==> config.mk <==
export PLATFORM = sky130hd
export DESIGN_NAME = fetch_thread_sel
export DESIGN_NICKNAME = d
export VERILOG_FILES = /design/src/rtl/fsel_pkg.sv /design/src/rtl/fsel_elig.sv /design/src/rtl/fsel_first_active.sv /design/src/rtl/fsel_rr_step.sv /design/src/rtl/fsel_order_reg.sv /design/src/rtl/fetch_thread_sel.sv
export SDC_FILE = /design/constraint.sdc
export NUM_CORES = 1
export LEC_CHECK = 0
export ABC_AREA = 1
export BUFFER_PORTS_ARGS = -buffer_cell sky130_fd_sc_hd__buf_2
export CORE_MARGIN = 2
export CORE_UTILIZATION = 50
export DETAILED_ROUTE_END_ITERATION = 8
export HOLD_SLACK_MARGIN = 0.05
export PLACE_DENSITY = 0.79
export SETUP_SLACK_MARGIN = 0.1
export SKIP_LAST_GASP = 1
export SLEW_MARGIN = 20
export SYNTH_ARGS = -nofsm -noshare
export SYNTH_HDL_FRONTEND = slang
export SYNTH_SLANG_ARGS = --single-unit
==> constraint.sdc <==
create_clock -name clk -period 3.76 [get_ports clk]
set_clock_uncertainty 0.05 [all_clocks]
set_input_delay 0.188 -clock clk [delete_from_list [all_inputs] [get_ports clk]]
set_output_delay 0.188 -clock clk [all_outputs]
set_load 0.01 [all_outputs]
==> src/rtl/fsel_pkg.sv <==
`timescale 1ns/1ps
package fsel_pkg;
  localparam int STW = 3;

  typedef enum logic [STW-1:0] {
    TS_RUN     = 3'd0,
    TS_IDLE    = 3'd1,
    TS_SQUASH  = 3'd2,
    TS_BLOCK   = 3'd3,
    TS_RETRY   = 3'd4,
    TS_WAITRSP = 3'd5,
    TS_LINERDY = 3'd6,
    TS_TRAP    = 3'd7
  } thr_state_e;

  typedef enum logic {
    POL_SINGLE = 1'b0,
    POL_RR     = 1'b1
  } fetch_pol_e;

  // a thread may fetch only from these three states
  function automatic logic state_can_fetch(input logic [STW-1:0] s);
    return (s == TS_RUN) || (s == TS_IDLE) || (s == TS_LINERDY);
  endfunction
endpackage

==> src/rtl/fsel_elig.sv <==
`timescale 1ns/1ps
module fsel_elig
  import fsel_pkg::*;
#(
  parameter int NT = 4
) (
  input  logic [NT*STW-1:0] thr_status,
  input  logic [NT-1:0]     active_mask,
  output logic [NT-1:0]     elig
);
  for (genvar i = 0; i < NT; i++) begin : g_thr
    assign elig[i] = active_mask[i] && state_can_fetch(thr_status[i*STW +: STW]);
  end
endmodule

==> src/rtl/fsel_first_active.sv <==
`timescale 1ns/1ps
module fsel_first_active #(
  parameter int NT = 4,
  parameter int TW = 2
) (
  input  logic [NT-1:0] active_mask,
  input  logic [NT-1:0] elig,
  output logic [TW-1:0] tid,
  output logic          vld
);
  logic          any_act;
  logic [TW-1:0] low_tid;

  always_comb begin
    any_act = 1'b0;
    low_tid = '0;
    for (int i = NT - 1; i >= 0; i--) begin
      if (active_mask[i]) begin
        any_act = 1'b1;
        low_tid = TW'(i);
      end
    end
  end

  assign vld = any_act && elig[low_tid];
  assign tid = vld ? low_tid : '0;
endmodule

==> src/rtl/fsel_rr_step.sv <==
`timescale 1ns/1ps
module fsel_rr_step #(
  parameter int NT = 4,
  parameter int TW = 2
) (
  input  logic [NT*TW-1:0] ord_in,
  input  logic [NT-1:0]    elig,
  output logic [TW-1:0]    tid,
  output logic             vld,
  output logic [NT*TW-1:0] ord_out
);
  logic          hit;
  int unsigned   hit_pos;
  logic [TW-1:0] hit_tid;

  // scan from the front, first eligible entry wins
  always_comb begin
    hit     = 1'b0;
    hit_pos = 0;
    hit_tid = '0;
    for (int p = 0; p < NT; p++) begin
      if (!hit && elig[ord_in[p*TW +: TW]]) begin
        hit     = 1'b1;
        hit_pos = p;
        hit_tid = ord_in[p*TW +: TW];
      end
    end
  end

  // close the gap at hit_pos and put the winner at the back
  always_comb begin
    for (int p = 0; p < NT; p++) begin
      if (!hit || p < hit_pos) begin
        ord_out[p*TW +: TW] = ord_in[p*TW +: TW];
      end else if (p == NT - 1) begin
        ord_out[p*TW +: TW] = hit_tid;
      end else begin
        ord_out[p*TW +: TW] = ord_in[(p+1)*TW +: TW];
      end
    end
  end

  assign vld = hit;
  assign tid = hit_tid;
endmodule

==> src/rtl/fsel_order_reg.sv <==
`timescale 1ns/1ps
module fsel_order_reg #(
  parameter int NT = 4,
  parameter int TW = 2
) (
  input  logic             clk,
  input  logic             rst_n,
  input  logic             upd,
  input  logic [NT*TW-1:0] ord_nxt,
  output logic [NT*TW-1:0] ord_q
);
  for (genvar i = 0; i < NT; i++) begin : g_ent
    always_ff @(posedge clk or negedge rst_n) begin
      if (!rst_n) begin
        ord_q[i*TW +: TW] <= TW'(i);
      end else if (upd) begin
        ord_q[i*TW +: TW] <= ord_nxt[i*TW +: TW];
      end
    end
  end
endmodule

==> src/rtl/fetch_thread_sel.sv <==
`timescale 1ns/1ps
module fetch_thread_sel
  import fsel_pkg::*;
#(
  parameter int NUM_THREADS = 4,
  parameter int MAX_THREADS = 4,
  parameter int FETCH_SLOTS = 2
) (
  input  logic                              clk,
  input  logic                              rst_n,
  input  logic                              policy,
  input  logic                              drain_pend,
  input  logic                              sel_req,
  input  logic [NUM_THREADS-1:0]            active_mask,
  input  logic [NUM_THREADS*3-1:0]          thr_status,
  output logic [FETCH_SLOTS*((NUM_THREADS>1)?$clog2(NUM_THREADS):1)-1:0] pick_tid,
  output logic [FETCH_SLOTS-1:0]            pick_vld
);
  localparam int NT    = NUM_THREADS;
  localparam int TW    = (NT > 1) ? $clog2(NT) : 1;
  localparam int OW    = NT * TW;
  localparam bit RR_OK = (NT > 1);

  if (NUM_THREADS < 1 || NUM_THREADS > MAX_THREADS) begin : g_cfg_bad
    $error("fetch_thread_sel: NUM_THREADS outside 1..MAX_THREADS");
  end

  // named internal events
  logic [NT-1:0]                    elig;
  logic [OW-1:0]                    order_q;
  logic                             rr_mode;
  logic                             order_upd;
  logic [FETCH_SLOTS:0][OW-1:0]     ord_chain;
  logic [TW-1:0]                    one_tid;
  logic                             one_vld;

  assign rr_mode = RR_OK && (policy == POL_RR);

  fsel_elig #(.NT(NT)) u_elig (
    .thr_status (thr_status),
    .active_mask(active_mask),
    .elig       (elig)
  );

  fsel_first_active #(.NT(NT), .TW(TW)) u_first (
    .active_mask(active_mask),
    .elig       (elig),
    .tid        (one_tid),
    .vld        (one_vld)
  );

  assign ord_chain[0] = order_q;

  for (genvar k = 0; k < FETCH_SLOTS; k++) begin : g_slot
    logic [TW-1:0] st_tid;
    logic          st_vld;
    logic [OW-1:0] st_ord;
    logic          gate;

    fsel_rr_step #(.NT(NT), .TW(TW)) u_step (
      .ord_in (ord_chain[k]),
      .elig   (elig),
      .tid    (st_tid),
      .vld    (st_vld),
      .ord_out(st_ord)
    );

    if (k == 0) begin : g_head
      assign gate = !drain_pend;
    end else begin : g_tail
      assign gate = !drain_pend && pick_vld[k-1];
    end

    assign pick_vld[k] = gate && (rr_mode ? st_vld : one_vld);
    assign pick_tid[k*TW +: TW] = !pick_vld[k] ? '0 :
                                  (rr_mode ? st_tid : one_tid);
    assign ord_chain[k+1] = (rr_mode && pick_vld[k]) ? st_ord : ord_chain[k];
  end

  assign order_upd = sel_req && rr_mode && pick_vld[0];

  fsel_order_reg #(.NT(NT), .TW(TW)) u_order (
    .clk    (clk),
    .rst_n  (rst_n),
    .upd    (order_upd),
    .ord_nxt(ord_chain[FETCH_SLOTS]),
    .ord_q  (order_q)
  );
endmodule

==> metrics.txt <==
status=complete, but fails checks; failing checks=DRC; EDFF count, synth=0; CTS resizes=0; clock buffer count from CTS=3; PD cells=810.0 nW/µm²; initial antenna violation count=0; global-route wire length before repair=7465 µm; fillers=290; vias per cell=5.657; Via Count=1,731; critical path class=reg -> out; most used cell, CP=nand2_1; VDD IR max=447.8 µV; Post CTS Setup Buffer Count=0; num rows=19; total negative setup slack=0 ps; Port Buffer Count=26; unrepaired setup endpoints after global routing=no; # IOs=27; Die Span Y=58.87 µm; CP peak stage delay=570 ps; crit share post-route=0.7749; final hold viol count=0; layout cell share with drive strength beyond 1=0.3018; largest net degree at the start of global routing=12; reg-to-reg slack, setup=1290 ps; vias in the first global route=1,605; Root Buffer=clkbuf_4; Post-Syn Area=1505 µm²; CTS clk-pin slew, worst paths=60 ps; final WL=4212 µm; Top FF cell, synth=dfstp_2; area grow syn2layout=13.05%; Die X=58.87 µm; DR iter-0 viols=131; top cells by count, synth=66 x nand2_1, 47 x nand3_1, 30 x inv_1, 15 x nand2_2, 12 x o21ai_0; H-tree depth=1; core area=2805 µm²; first drt pass iteration count=6; Syn Inst Count=246; Slowest-stage cell, CP=dfstp_2; #FFs+latches synth=8; max_cap viols=0; worst-skew pair later-pin latency=270 ps; Biggest register=u_order.ord_q; CP endpoint kind=output pin; Layout Nets=298; Arr. time, crit path=2680 ps; final number of setup-violating endpoints=0; Initial Util=0.5366; normalized max-slew margin=0.7388; Area contributors post-synth=nand2_1 16%, nand3_1 16%, inv_1 7.5%; area share of the largest cell type after synthesis=0.1646; Mapped Avg Cell Area=6.119 µm²; # hold bufs at CTS=1; Netlist cell types=31; Post-DP HPWL=3476 µm; design area=1702 µm²; TritonCTS clock tree=yes; All-Layer GR Usage=0.2813; clock buffer depth=2; max reg flops=8; Finished Core Util=0.6066; Final Max Tran Viols=0; CP Cell Sequence=inv_1 > nand3_1 > nand3_1 > nand2_2 > nand2_4 > inv_4 > nand2_4 > nor3_1 > o21ai_0 > nand2_1 > nand3_1 > nand2_1 > inv_2 > nor2_4 > nand2_1 > nand2_1 > a21oi_1 > buf_2; Buffers & Inverters on Critical Path=4; Antenna Cells=0; DRC=3; leakage power=0.9150 nW; CP delay by family, top=simple AND/OR/NAND/NOR gates; Sink Count=8; largest area contributor in the netlist=nand2_1; sequential fraction of the synthesis area=0.1363; most frequent cell after synthesis=nand2_1; total gr overflow=0; worst-margin pin slew=388.4 ps; DRT antenna net count=0; class of the worst hold path=in -> reg; Async SR Flop Fraction=1.000; dpl cell area=1669 µm²; Die ar.=3465 µm²; Final min period=2914 ps; worst endpoint required time=3520 ps; Startpoint Class=flip-flop; DR WL/cell=13.76 µm; Max Fclk=343.2 MHz; Synthesized Nets=267; Pwr Total=1.378 mW; largest registers=u_order.ord_q x8; Ys Warns=0; Worst Path Max Fanout=5; placer's final routability congestion estimate=0.9796
[area by class of cell]
| type | count | area (µm²) | share of cell area |
|---|---|---|---|
| inverter | 40 | 155.1 | 0.09118 |
| multi-input combinational | 197 | 1140 | 0.6699 |
| timing repair buffer | 27 | 140.1 | 0.08235 |
| tap | 31 | 38.79 | 0.02279 |
| clock buffer | 3 | 22.52 | 0.01324 |
| sequential | 8 | 205.2 | 0.1206 |
[worst min-delay path, delay by kind of cell]
family                 cells  cell delay, ps
AND/OR/NAND/NOR            2             120
buffers and inverters      1             110
[metal layers]
| metal | track usage | share of wire |
|---|---|---|
| met1 | 0.4138 | 0.47 |
| met3 | 0.05055 | 0.085 |
| met4 | 0.04545 | 0.0045 |
| met5 | 0 | 0 |
| met2 | 0.4365 | 0.44 |
[placed cells by master, fill, tap and decap left out, types with 2 or more instances in the layout]
cell / Yosys / layout
nand4_1: 5 / 5
nand3_2: 6 / 6
inv_4: 2 / 2
a21oi_1: 8 / 8
o21ai_1: 6 / 6
o21ai_0: 12 / 12
inv_1: 30 / 30
dfrtp_1: 4 / 4
nand2_1: 66 / 66
nor2_1: 4 / 4
o21ai_2: 2 / 2
a31oi_1: 4 / 4
inv_2: 7 / 7
nand3_1: 47 / 47
a21oi_4: 2 / 2
nand2_4: 4 / 4
dfstp_2: 4 / 4
nand2_2: 15 / 15
nand3_4: 5 / 5
clkbuf_4: 0 / 3
a21oi_2: 2 / 2
buf_2: 1 / 26
[through the flow]
step                setup slack, ps  hold WS, ps  std cells
finish                        846.2        124.4        306
CTS                           866.1        123.3        306
detailed placement             1157       -14.44        302
floorplan                      1466       -157.6        246
global route                  586.6        132.3        306
global placement               1124       -16.15        302
[logic make-up after synthesis]
family,Yosys count,share of synthesized area
AND/OR/NAND/NOR,156,0.5711
AO/OA/AOI/OAI,41,0.1862
buffers and inverters,41,0.1064
flip-flops,8,0.1363
[report_power, final]
part	switching, mW	total, mW	internal (mW)
logic	0.739	1.10	0.360
clock network	0.0318	0.0685	0.0367
registers	0.0667	0.211	0.144
total	0.837	1.38	0.541
[path summary, 6_finish.rpt]
kind,start,endpoint,cells past startpoint
min reg2reg,u_order.ord_q[6],u_order.ord_q[6],2
min,sel_req,u_order.ord_q[7],3
max,u_order.ord_q[2],pick_tid[2],18
max reg2reg,u_order.ord_q[2],u_order.ord_q[6],19
max in group asynchronous,rst_n,u_order.ord_q[7],2
min in group asynchronous,rst_n,u_order.ord_q[3],2
(Power assumes the default switching activity.)
